## config.mk

```make
export PLATFORM = sky130hd
export DESIGN_NAME = cam_colwrite_seq
export DESIGN_NICKNAME = d
export VERILOG_FILES = /design/src/rtl/cam_colwrite_pkg.sv /design/src/rtl/cam_colwrite_coldec.sv /design/src/rtl/cam_colwrite_phase.sv /design/src/rtl/cam_colwrite_seq.sv
export SDC_FILE = /design/constraint.sdc
export NUM_CORES = 1
export LEC_CHECK = 0
export BUFFER_PORTS_ARGS = -buffer_cell sky130_fd_sc_hd__buf_4
export CORE_MARGIN = 2
export CORE_UTILIZATION = 40
export DETAILED_ROUTE_END_ITERATION = 8
export PLACE_DENSITY_LB_ADDON = 0.3
export SLEW_MARGIN = 25
export SYNTH_ARGS = -nofsm -noshare
export SYNTH_HDL_FRONTEND = slang
export SYNTH_SLANG_ARGS = --single-unit
```

## constraint.sdc

```tcl
create_clock -name clk -period 3.7 [get_ports clk]
set_input_delay 0.37 -clock clk [delete_from_list [all_inputs] [get_ports clk]]
set_output_delay 0.37 -clock clk [all_outputs]
set_load 0.01 [all_outputs]
```

## src/rtl/cam_colwrite_pkg.sv

```systemverilog
// Shared types for the column-wise CAM write sequencer.
// Assumes nothing beyond a standard SystemVerilog package scope.
package cam_colwrite_pkg;

    // Write phase currently applied to the array
    typedef enum logic [2:0] {
        PH_IDLE = 3'd0,
        PH_ONES = 3'd1,
        PH_ZERO = 3'd2,
        PH_MASK = 3'd3,
        PH_CLR  = 3'd4
    } wr_phase_t;

endpackage

```

## src/rtl/cam_colwrite_coldec.sv

```systemverilog
// Column decoder: turns a column address into the set of columns under write.
// Binary mode gives a one-hot code. Ternary mode marks the pair 2k, 2k+1.
// Assumes COLS is a power of two and at least 4.
module cam_colwrite_coldec #(
    parameter int COLS = 8,
    localparam int AW  = $clog2(COLS)
) (
    input  logic [AW-1:0]   addr,
    input  logic            tern,
    output logic [COLS-1:0] hit
);

    generate
        for (genvar c = 0; c < COLS; c++) begin : g_col
            // Match this column against the address in the active mode
            always_comb begin
                if (tern)
                    hit[c] = ((c / 2) == int'(addr[AW-2:0]));
                else
                    hit[c] = (c == int'(addr));
            end
        end
    endgenerate

endmodule

```

## src/rtl/cam_colwrite_phase.sv

```systemverilog
// Phase controller: accepts a request when idle, latches the mode flags and
// steps through the write phases. It then returns to idle and pulses done.
// Assumes the request flags are valid in the cycle req is high.
module cam_colwrite_phase
    import cam_colwrite_pkg::*;
(
    input  logic      clk,
    input  logic      rst_n,
    input  logic      req,
    input  logic      tern,
    input  logic      ones_only,
    input  logic      clr_all,
    output logic      accept,
    output wr_phase_t phase,
    output logic      tern_q,
    output logic      busy,
    output logic      done
);

    logic      ones_q;
    wr_phase_t phase_nx;

    assign accept = req && (phase == PH_IDLE);
    assign busy   = (phase != PH_IDLE);

    // Next phase from the current phase and the latched flags
    always_comb begin
        phase_nx = phase;
        case (phase)
            PH_IDLE: if (accept) phase_nx = clr_all ? PH_CLR : PH_ONES;
            PH_ONES: phase_nx = (ones_q && !tern_q) ? PH_IDLE : PH_ZERO;
            PH_ZERO: phase_nx = tern_q ? PH_MASK : PH_IDLE;
            PH_MASK: phase_nx = PH_IDLE;
            PH_CLR:  phase_nx = PH_IDLE;
            default: phase_nx = PH_IDLE;
        endcase
    end

    // Phase register, flag latch and done pulse
    always_ff @(posedge clk) begin
        if (!rst_n) begin
            phase  <= PH_IDLE;
            tern_q <= 1'b0;
            ones_q <= 1'b0;
            done   <= 1'b0;
        end else begin
            phase <= phase_nx;
            done  <= busy && (phase_nx == PH_IDLE);
            if (accept) begin
                tern_q <= tern && !clr_all;
                ones_q <= ones_only && !clr_all;
            end
        end
    end

    // a binary two-cycle write moves from the 1s cycle to the 0s cycle
    p_ones_then_zero_r2: assert property (@(posedge clk) disable iff (!rst_n)
        (phase == PH_ONES && !ones_q) |=> (phase == PH_ZERO));

    // the mask cycle only ever follows a 0s cycle of a ternary write
    p_mask_after_zero_r3: assert property (@(posedge clk) disable iff (!rst_n)
        (phase == PH_MASK) |-> ($past(phase) == PH_ZERO) && tern_q);

    // done lasts exactly one cycle
    p_done_pulse_r9: assert property (@(posedge clk) disable iff (!rst_n)
        done |=> !done);

    // done follows the final busy cycle and comes with busy low
    p_done_after_busy_r9: assert property (@(posedge clk) disable iff (!rst_n)
        done |-> ($past(busy) && !busy));

endmodule

```

## src/rtl/cam_colwrite_seq.sv

```systemverilog
// Column-wise CAM write sequencer (top). It latches the operands on
// acceptance and turns the current phase into row enables, column
// driver enables, reduced-supply selects and bit-line values.
// Assumes the array applies the under-driven word-line level when wl_low is high.
module cam_colwrite_seq
    import cam_colwrite_pkg::*;
#(
    parameter int ROWS = 8,
    parameter int COLS = 8,
    localparam int AW  = $clog2(COLS)
) (
    input  logic            clk,
    input  logic            rst_n,
    input  logic            req,
    input  logic            tern,
    input  logic            ones_only,
    input  logic            clr_all,
    input  logic [AW-1:0]   col_addr,
    input  logic [ROWS-1:0] wr_data,
    input  logic [ROWS-1:0] wr_mask,
    output logic            busy,
    output logic            done,
    output logic [ROWS-1:0] row_en,
    output logic [COLS-1:0] drv_en,
    output logic [COLS-1:0] vlo_sel,
    output logic [COLS-1:0] bl_val,
    output logic            wl_low
);

    logic            accept;
    logic            tern_q;
    wr_phase_t       phase;
    logic [AW-1:0]   addr_q;
    logic [ROWS-1:0] data_q;
    logic [ROWS-1:0] mask_q;
    logic [COLS-1:0] col_hit;
    logic [COLS-1:0] odd_cols;
    logic [ROWS-1:0] care;

    cam_colwrite_phase u_phase (
        .clk       (clk),
        .rst_n     (rst_n),
        .req       (req),
        .tern      (tern),
        .ones_only (ones_only),
        .clr_all   (clr_all),
        .accept    (accept),
        .phase     (phase),
        .tern_q    (tern_q),
        .busy      (busy),
        .done      (done)
    );

    cam_colwrite_coldec #(.COLS(COLS)) u_dec (
        .addr (addr_q),
        .tern (tern_q),
        .hit  (col_hit)
    );

    generate
        for (genvar c = 0; c < COLS; c++) begin : g_odd
            assign odd_cols[c] = (c % 2) == 1;
        end
    endgenerate

    // Operand latch, loaded only when a request is accepted
    always_ff @(posedge clk) begin
        if (!rst_n) begin
            addr_q <= '0;
            data_q <= '0;
            mask_q <= '0;
        end else if (accept) begin
            addr_q <= col_addr;
            data_q <= wr_data;
            mask_q <= wr_mask;
        end
    end

    assign care = tern_q ? ~mask_q : '1;

    // Phase to array controls
    always_comb begin
        row_en  = '0;
        drv_en  = '0;
        bl_val  = '0;
        wl_low  = 1'b0;
        case (phase)
            PH_ONES: begin
                row_en = data_q & care;
                drv_en = col_hit;
                bl_val = col_hit;
                wl_low = 1'b1;
            end
            PH_ZERO: begin
                row_en = ~data_q & care;
                drv_en = col_hit;
                wl_low = 1'b1;
            end
            PH_MASK: begin
                row_en = mask_q;
                drv_en = col_hit;
                bl_val = col_hit & odd_cols;
                wl_low = 1'b1;
            end
            PH_CLR: begin
                row_en = '1;
                drv_en = '1;
                wl_low = 1'b1;
            end
            default: ;
        endcase
        vlo_sel = drv_en;
    end

    // a binary write selects exactly one column
    p_one_col_r4: assert property (@(posedge clk) disable iff (!rst_n)
        (busy && phase != PH_CLR && !tern_q) |-> ($countones(drv_en) == 1));

    // a ternary write selects exactly two columns
    p_pair_col_r4: assert property (@(posedge clk) disable iff (!rst_n)
        (busy && tern_q) |-> ($countones(vlo_sel) == 2));

    // the reduced word-line level is applied only while writing
    p_wl_low_r5: assert property (@(posedge clk) disable iff (!rst_n)
        wl_low == busy);

    // operands stay frozen while a sequence is running
    p_hold_ops_r8: assert property (@(posedge clk) disable iff (!rst_n)
        busy |=> ($stable(data_q) && $stable(mask_q) && $stable(addr_q)));

    // outputs return to idle when done pulses
    p_idle_on_done_r9: assert property (@(posedge clk) disable iff (!rst_n)
        done |-> (row_en == '0 && drv_en == '0 && vlo_sel == '0 && bl_val == '0));

endmodule

```

==> results of run 1 <==
## placed cells by master, fill, tap and decap left out
cell type  synthesis  routed
and3_1             1       1
buf_6              2       1
nor2b_1            4       4
a22oi_1            8       8
buf_4              9      60
or3_1              1       1
xor2_1             1       1
nor4b_4            1       1
o21ai_0           12      12
nor4_1             1       1
a21boi_0           1       1
or4b_4             1       1
o211ai_1           1       1
xnor2_1            1       1
clkbuf_1           9       1
a2bb2oi_1          1       1
a21boi_1          20      20
clkbuf_8           0       3
nand3b_1           8       8
o211a_1            2       2
a211oi_1           2       2
and2_1             2       2
or2_0              1       1
o31ai_1            3       3
nor3b_1            7       7
o221ai_1           6       6
inv_1              2       2
nor3_1             4       4
nand2_1           42      42
mux2i_1           14      14
nand2b_1           3       3
dfxtp_1           25      25
a21oi_1            4       4
nor2_1             8       8
## final cells by class
type / count / area share [%]
timing repair buffer: 61 / 22.0
multi-input combinational: 160 / 48.7
sequential: 25 / 23.9
inverter: 2 / 0.358
clock buffer: 4 / 2.15
tap: 50 / 2.98
## stage by stage
stage               std cells  worst slack, ns
floorplan                 216             1.83
global placement          297             1.54
detailed placement        297             1.45
CTS                       301             1.14
global route              302            0.925
finish                    302             1.16
## worst min path at each step
stage	startpoint	end	slack, ns	depth (start not counted)
after floorplan	data_q[0]	data_q[0]	0.44	2
after global placement	data_q[2]	data_q[2]	0.45	2
after detailed placement	data_q[1]	data_q[1]	0.46	2
after CTS	wr_mask[6]	mask_q[6]	0.34	3
after global routing	wr_data[0]	data_q[0]	0.34	3
final	wr_data[0]	data_q[0]	0.34	3
## cell families after synthesis
family	count (synthesis)	synth area share [%]
simple gates	84	25.9
compound gates	60	25.0
buf+inv	31	10.4
flops	25	29.5
mux	14	8.25
xor+xnor	2	1.03
## per-layer routing
metal / share of wire [%] / vias to the layer above
li1: - / 823
met1: 50 / 695
met2: 44 / 43
met3: 5.4 / 4
met4: 0.85 / 0
met5: 0 / -
## sequential cells by signal (all words and copies together), names as in the netlist
| name | cells |
|---|---|
| u_phase.phase | 3 |
| u_phase.ones_q | 1 |
| mask_q | 8 |
| data_q | 8 |
| addr_q | 3 |
| u_phase.tern_q | 1 |
| u_phase.done | 1 |
## worst min-delay path, delay by kind of cell
| family | cells | cell delay [ns] |
|---|---|---|
| simple gates | 1 | 0.04 |
| compound gates | 1 | 0.05 |
| buf+inv | 1 | 0.11 |
## power by group
part	internal, mW	switching (mW)
logic	0.0833	0.0720
clock network	0.0771	0.0865
registers	0.285	0.0267
==> metrics.cfg, run 1 <==
[worst_setup_path]
cp-start-kind = flip-flop
crit_family = flip-flops
cp_num_cells = 4
cp_slowest_cell = dfxtp_1
cp.arrival_ns = 2.17
worst-path-buf-inv = 1
worstSetupPathType = flip-flop to output pin
cp_cell_sequence = nor2_1 > or2_0 > o31ai_1 > buf_4
cp-end-kind = output pin
cp-endpoint = drv_en[4]
max_stage_delay_ns = 0.82
cp-startpoint = u_phase.phase[0]
worstReg2RegEnd = u_phase.tern_q
timing.reg2reg.setup_slack_ns = 2.03
critical_path_peak_fanout = 22
critPathRequiredTime_ns = 3.33
r2r.worst_path.cells = 4
reg2reg_from = u_phase.phase[0]

[clocking]
clkTransAtPathRegs_ns = 0.09
cts_buffer_depth = 2
ctsHoldBuffers = 0
root_buffer = clkbuf_8
htreeDepth = 1
postCtsSetupBuffers = 0
numCtsBuffers = 3
worstSkewPairLatency_ns = 0.27
cts_tree = yes
cts.sinks = 25
ctsResizeCount = 0

[synth]
synth_top_area_share_pct = 29.5
syn-num-nets = 241
synth_seq_cells = 25
synth_edf_count = 0
synth_flop_cell = dfxtp_1
syn_inst = 216
async_reset_ff_share_pct = 0
avgSynthCellArea_um2 = 7.86
synth_most_common_cell = nand2_1
synth_top_cell_by_area = dfxtp_1
ys_warn_count = 0
synth_cell_types = 34
ys_seq_area_share_pct = 29.5
synthTopCellsByArea = dfxtp_1 29%, nand2_1 9.3%, a21boi_1 8.8%
netlist_top_cells_count = 42 x nand2_1, 25 x dfxtp_1, 20 x a21boi_1
syn_area_um2 = 1700

[cells_and_area]
syn2layout_area_growth_pct = 23.6
seq_area_um2 = 500
multi_input_area_um2 = 1020
drive_gt1_share_pct = 26.2
final_nets = 278
nFillCells = 417
utilization_pct = 52.1
diodes = 0
final_area_um2 = 2100

[route]
via_count = 1565
ant_nets = 0
wirelength_um = 3890
first_pass_iters = 4
drtIter0Drc = 67
wl_per_cell_um = 12.9
drc = 0
vias_per_cell = 5.18

[hold_path]
holdCritPathClass = input pin to flip-flop

[grt]
grt_use_total_pct = 16.3
antenna_found_initial = 0
gr-total-overflow = 0
grt_pass1_vias = 1414
grt_pass1_wl_um = 6520
met3_usage_pct = 2.92
gr-max-usage-layer = met2
met2_usage_pct = 25.4
grt_max_degree = 35
grtUsageMet1_pct = 22.9

[die]
row_count = 23
die_area_um2 = 4780
die_w_um = 69.2
start_util_pct = 42.1
die_y_um = 69.2
core_area_um2 = 4030
pin_count = 60

[sta]
min_period_ns = 2.54
setup_viol = 0
rsz0062_at_grt = false
min_period_over_period_pct = 68.7
timing.max_slew.rel_slack_pct = 39.4
hold_ws_ns = 0.336
skew_ns = 0.00296
fin_setup_tns_ns = 0
fmax_ghz = 0.393
final-max-slew-violation-count = 0
tightest_slew_ns = 0.907
hold_viol = 0

[power]
total_power_mw = 0.631
power_density_nw_per_um2 = 301
p_leak_nw = 0.854
vdd_drop_max_v = 0.000192

[place]
placed_area_um2 = 2040
hpwl_um = 2750
place_congestion = 0.720
io_buffers = 59

[job]
drv_cap = 0

[run_status]
status = finished, final reports clean

Note: power is estimated with default switching activity, not from simulation.
==> run 2, diff against run 1 <==
==> constraint.sdc (replaced) <==
create_clock -name clk -period 2.2 [get_ports clk]
set_input_delay 0.22 -clock clk [delete_from_list [all_inputs] [get_ports clk]]
set_output_delay 0.22 -clock clk [all_outputs]
set_load 0.01 [all_outputs]
==> run 2 against run 1 <==
- die area unchanged
- total power up 70%
- combinational power up 74%
- cell count up 0.99%
- sequential power up 67%
- via count up 4.5%
- first-iteration DRC count down 31%
- worst hold slack worse by 0.15 ns
- critical endpoint is now row_en[6]
- largest cell class unchanged
- largest power group unchanged
- highest routed layer unchanged
==> metrics.cfg, run 2 (same netlist as run 1, synthesis figures left out) <==
[clocking]
htreeDepth = 1
ctsResizeCount = 0
worstSkewPairLatency_ns = 0.27
numCtsBuffers = 3
ctsHoldBuffers = 0
clkTransAtPathRegs_ns = 0.09
postCtsSetupBuffers = 0
cts.sinks = 25
cts_tree = yes
cts_buffer_depth = 2
root_buffer = clkbuf_8

[worst_setup_path]
cp-start-kind = flip-flop
cp-end-kind = output pin
cp.arrival_ns = 1.83
reg2reg_from = u_phase.phase[1]
cp_cell_sequence = buf_4 > nor3b_1 > a211oi_1 > o31ai_1 > buf_4
max_stage_delay_ns = 0.42
critical_path_peak_fanout = 28
cp_slowest_cell = dfxtp_1
crit_top_cell = buf_4
cp-startpoint = u_phase.phase[1]
critPathRequiredTime_ns = 1.98
worstSetupPathType = flip-flop to output pin

[sta]
skew_ns = 0.00174
fin_setup_tns_ns = 0
tightest_slew_ns = 0.558
setup_slack_ns = 0.152
fmax_ghz = 0.488
hold_ws_ns = 0.183
final-max-slew-violation-count = 0
setup_viol = 0
min_period_ns = 2.05
hold_viol = 0
rsz0062_at_grt = false
timing.max_slew.rel_slack_pct = 62.8
min_period_over_period_pct = 93.1

[grt]
grt_pass1_wl_um = 6890
grt_max_degree = 29
grt_pass1_vias = 1456
gr-total-overflow = 0
antenna_found_initial = 0
grt_use_total_pct = 17.1

[die]
die_y_um = 69.2
core_area_um2 = 4030
pin_count = 60
die_w_um = 69.2
row_count = 23
die_area_um2 = 4780
start_util_pct = 42.1

[cells_and_area]
layout_commonest_cell = buf_4
syn2layout_area_growth_pct = 25.1
utilization_pct = 52.7
drive_gt1_share_pct = 28.6
top_regs = data_q: 8 flops, mask_q: 8 flops
layout_common_cells = 64 x buf_4, 41 x nand2_1, 23 x dfxtp_1, 20 x a21boi_1, 14 x mux2i_1
final_nets = 281
diodes = 0
final_area_um2 = 2120

[run_status]
status = finished, final reports clean

[place]
hpwl_um = 2980
place_congestion = 0.803
place_worst_setup_slack_ns = 0.398
placed_area_um2 = 2070
io_buffers = 59

[route]
vias_per_cell = 5.36
drc = 0
drtIter0Drc = 46
ant_nets = 0
first_pass_iters = 4
wl_per_cell_um = 13.3
via_count = 1635
wirelength_um = 4070

[job]
drv_cap = 0

[power]
power_density_nw_per_um2 = 505
p_leak_nw = 0.873
vdd_drop_max_v = 0.000308

[hold_path]
min_from = wr_mask[1]
holdCritPathClass = input pin to flip-flop

[run 2: per-layer routing]
metal / wire [um] / global-route usage (%) / vias up / part of all wire [%]
met1: 1960 / 23.9 / 743 / 48
li1: - / - / 832 / -
met2: 1800 / 26.5 / 56 / 44
met4: 38 / 4.58 / 0 / 0.93
met3: 273 / 3.80 / 4 / 6.7
met5: 0 / 0 / - / 0
[run 2: worst paths after layout]
path / cells past startpoint / end / slack, ns
worst max-delay path: 5 / row_en[6] / 0.15
worst min-delay path: 3 / mask_q[1] / 0.18
worst max register to register: 4 / addr_q[1] / 0.59
worst min register to register: 2 / data_q[4] / 0.47
[run 2: area by class of cell]
cell class	instances	area [um^2]
clock buffers	3	41.3
clock inverters	1	5.00
fillers	420	1910
inverters	2	7.51
multi-input cells	160	1020
flip-flops and latches	25	503
well taps	50	62.6
repair buffers	64	480
[run 2: through the flow]
step / power (mW) / instances
3_3_place_gp: 0.799 / 301
6_report: 1.07 / 305
2_1_floorplan: 0.700 / 216
3_5_place_dp: 0.803 / 301
5_1_grt: 1.13 / 305
4_1_cts: 1.08 / 305
[run 2: worst max-delay path: cells and delay by family, from the launching register on]
family / cells / cell delay (ns)
AOI/OAI and AO/OA: 2 / 0.38
and+or+nand+nor: 1 / 0.22
buffers and inverters: 2 / 0.51
DFF: 1 / 0.42
[run 2: power breakdown]
| part | internal [mW] | switching [mW] |
|---|---|---|
| combinational | 0.142 | 0.129 |
| sequential | 0.480 | 0.0407 |
| clock | 0.127 | 0.154 |
==> run 3, diff against run 2 <==
--- a/config.mk
+++ b/config.mk
@@ -5,11 +5,13 @@
 export SDC_FILE = /design/constraint.sdc
 export NUM_CORES = 1
 export LEC_CHECK = 0
+export ABC_AREA = 1
 export BUFFER_PORTS_ARGS = -buffer_cell sky130_fd_sc_hd__buf_4
 export CORE_MARGIN = 2
 export CORE_UTILIZATION = 40
 export DETAILED_ROUTE_END_ITERATION = 8
 export PLACE_DENSITY_LB_ADDON = 0.3
+export RECOVER_POWER = 100
 export SLEW_MARGIN = 25
 export SYNTH_ARGS = -nofsm -noshare
 export SYNTH_HDL_FRONTEND = slang
==> run 3 against run 2 <==
- die area fell by 3.0%
- clock skew rose by 0.0032 ns
- via count rose by 11%
- synthesized cell count rose by 31%
- non-clock buffer count fell by 2
- register-to-register slack got worse by 0.17 ns
- area after synthesis fell by 3.2%
- first-iteration DRC count rose by 89%
- sequential power fell by 3%
- clock power rose by 2%
- core utilization fell by 3.0 points
- sequential share of layout area rose by 1.7 points
- critical endpoint is now row_en[2]
- largest power group unchanged
==> metrics.cfg, run 3 <==
[die]
core_area_um2 = 3970
pin_count = 60
row_count = 23
start_util_pct = 41.4
die_area_um2 = 4640
die_y_um = 68.1
die_w_um = 68.1

[job]
drv_cap = 0

[clocking]
cts.sinks = 25
worstSkewPairLatency_ns = 0.27
htreeDepth = 1
cts_tree = yes
root_buffer = clkbuf_8
ctsHoldBuffers = 0
clkTransAtPathRegs_ns = 0.09
ctsResizeCount = 0
postCtsSetupBuffers = 0
cts_buffer_depth = 2
numCtsBuffers = 3

[cells_and_area]
top_regs = data_q: 8 flops, mask_q: 8 flops
drive_gt1_share_pct = 12.8
syn2layout_area_growth_pct = 20.0
multi_input_area_um2 = 838
final_nets = 354
layout_commonest_cell = nand2_1
utilization_pct = 49.7
diodes = 0
layout_common_cells = 113 x nand2_1, 43 x inv_1, 34 x a21oi_1, 32 x buf_4, 29 x clkbuf_1
nFillCells = 470
seq_area_um2 = 500

[worst_setup_path]
cp-end-kind = output pin
critPathRequiredTime_ns = 1.98
worstSetupPathType = flip-flop to output pin
critical_path_peak_fanout = 16
cp-start-kind = flip-flop
cp.arrival_ns = 1.80

[synth]
netlist_top_cells_count = 113 x nand2_1, 43 x inv_1, 34 x a21oi_1
synth_flop_cell = dfxtp_1
syn_inst = 283
synthTopCellsByArea = dfxtp_1 30%, nand2_1 26%, a21oi_1 10%
ys_seq_area_share_pct = 30.4
syn_area_um2 = 1640
avgSynthCellArea_um2 = 5.81
synth_edf_count = 0
ys_warn_count = 0
synth_most_common_cell = nand2_1
synth_cell_types = 21
synth_top_cell_by_area = dfxtp_1
syn-num-nets = 308
synth_seq_cells = 25
synth_top_area_share_pct = 30.4
async_reset_ff_share_pct = 0

[grt]
antenna_found_initial = 0
grt_pass1_wl_um = 6880
grt_max_degree = 25
grt_pass1_vias = 1604
gr-total-overflow = 0
grt_use_total_pct = 19.1

[place]
place_worst_setup_slack_ns = 0.522
place_congestion = 0.787
io_buffers = 59
hpwl_um = 3120

[power]
power_density_nw_per_um2 = 521
power_frac_comb_pct = 22.8
total_power_mw = 1.03
power_frac_clock_pct = 27.9
pwr-share-seq_pct = 49.3
vdd_drop_max_v = 0.000258
p_sw_mw = 0.326
internal_power_mw = 0.702
switching_share_pct = 31.7
p_leak_nw = 0.995

[route]
ant_nets = 0
via_count = 1810
drc = 0
wirelength_um = 4210
first_pass_iters = 4
vias_per_cell = 4.79
drtIter0Drc = 87
wl_per_cell_um = 11.1

[hold_path]
holdCritPathClass = input pin to flip-flop

[run_status]
status = finished, final reports clean

[sta]
skew_ns = 0.00489
setup_viol = 0
setup_slack_ns = 0.178
rsz0062_at_grt = false
fin_setup_tns_ns = 0
min_period_ns = 2.02
final-max-slew-violation-count = 0
tightest_slew_ns = 0.737
hold_viol = 0
timing.max_slew.rel_slack_pct = 50.8
fmax_ghz = 0.495
min_period_over_period_pct = 91.9

-- run 3: per-layer routing --
metal  vias to the layer above  global-route usage, %  routed length [um]
li1                        957                      -                   -
met1                       797                   24.6                1930
met2                        54                   34.5                1970
met3                         2                   2.14                 283
met4                         0                   3.75                  22
met5                         -                      0                   0
-- run 3: power by group through the flow --
stage / registers, mW / clock network, mW / logic, mW
floorplan: 0.509 / 0 / 0.167
global placement: 0.516 / 0 / 0.256
detailed placement: 0.517 / 0 / 0.259
CTS: 0.507 / 0.293 / 0.260
global route: 0.511 / 0.310 / 0.270
finish: 0.507 / 0.287 / 0.234
-- run 3: final cells by class --
class / instances / area share [%]
tap: 50 / 3.17
timing repair buffer: 62 / 17.9
multi-input combinational: 192 / 42.5
clock inverter: 1 / 0.380
clock buffer: 3 / 2.09
inverter: 45 / 8.56
sequential: 25 / 25.4
-- run 3: worst max-delay path: stages, from the launching register on --
cell	delay, ns
dfxtp_1	0.52
buf_4	0.21
nand3_2	0.27
a21oi_1	0.24
nand2_1	0.06
nand2_1	0.07
clkbuf_1	0.16
-- run 3: cell families (layout without fill, tap and decap cells) --
family | after synthesis | in the layout | share of synthesized area [%]
AND/OR/NAND/NOR | 144 | 144 | 36.9
AO/OA/AOI/OAI | 48 | 48 | 14.7
buffers and inverters | 66 | 111 | 18.0
flip-flops | 25 | 25 | 30.4
-- run 3: path summary, 6_finish.rpt --
check / startpoint / to / slack (ns) / cells past startpoint
worst min-delay path: rst_n / u_phase.done / 0.19 / 3
worst max register to register: u_phase.phase[2] / addr_q[2] / 0.42 / 5
worst max-delay path: u_phase.phase[1] / row_en[2] / 0.18 / 6
worst min register to register: mask_q[5] / mask_q[5] / 0.49 / 2
-- run 3: stage by stage --
step / cell area, um^2 / hold WS [ns] / std cells
after detailed placement: 2050 / 0.474 / 374
final: 1970 / 0.188 / 378
after CTS: 2090 / 0.187 / 378
after floorplan: 1640 / 0.347 / 283
after global routing: 1970 / 0.198 / 378
after global placement: 2050 / 0.469 / 374
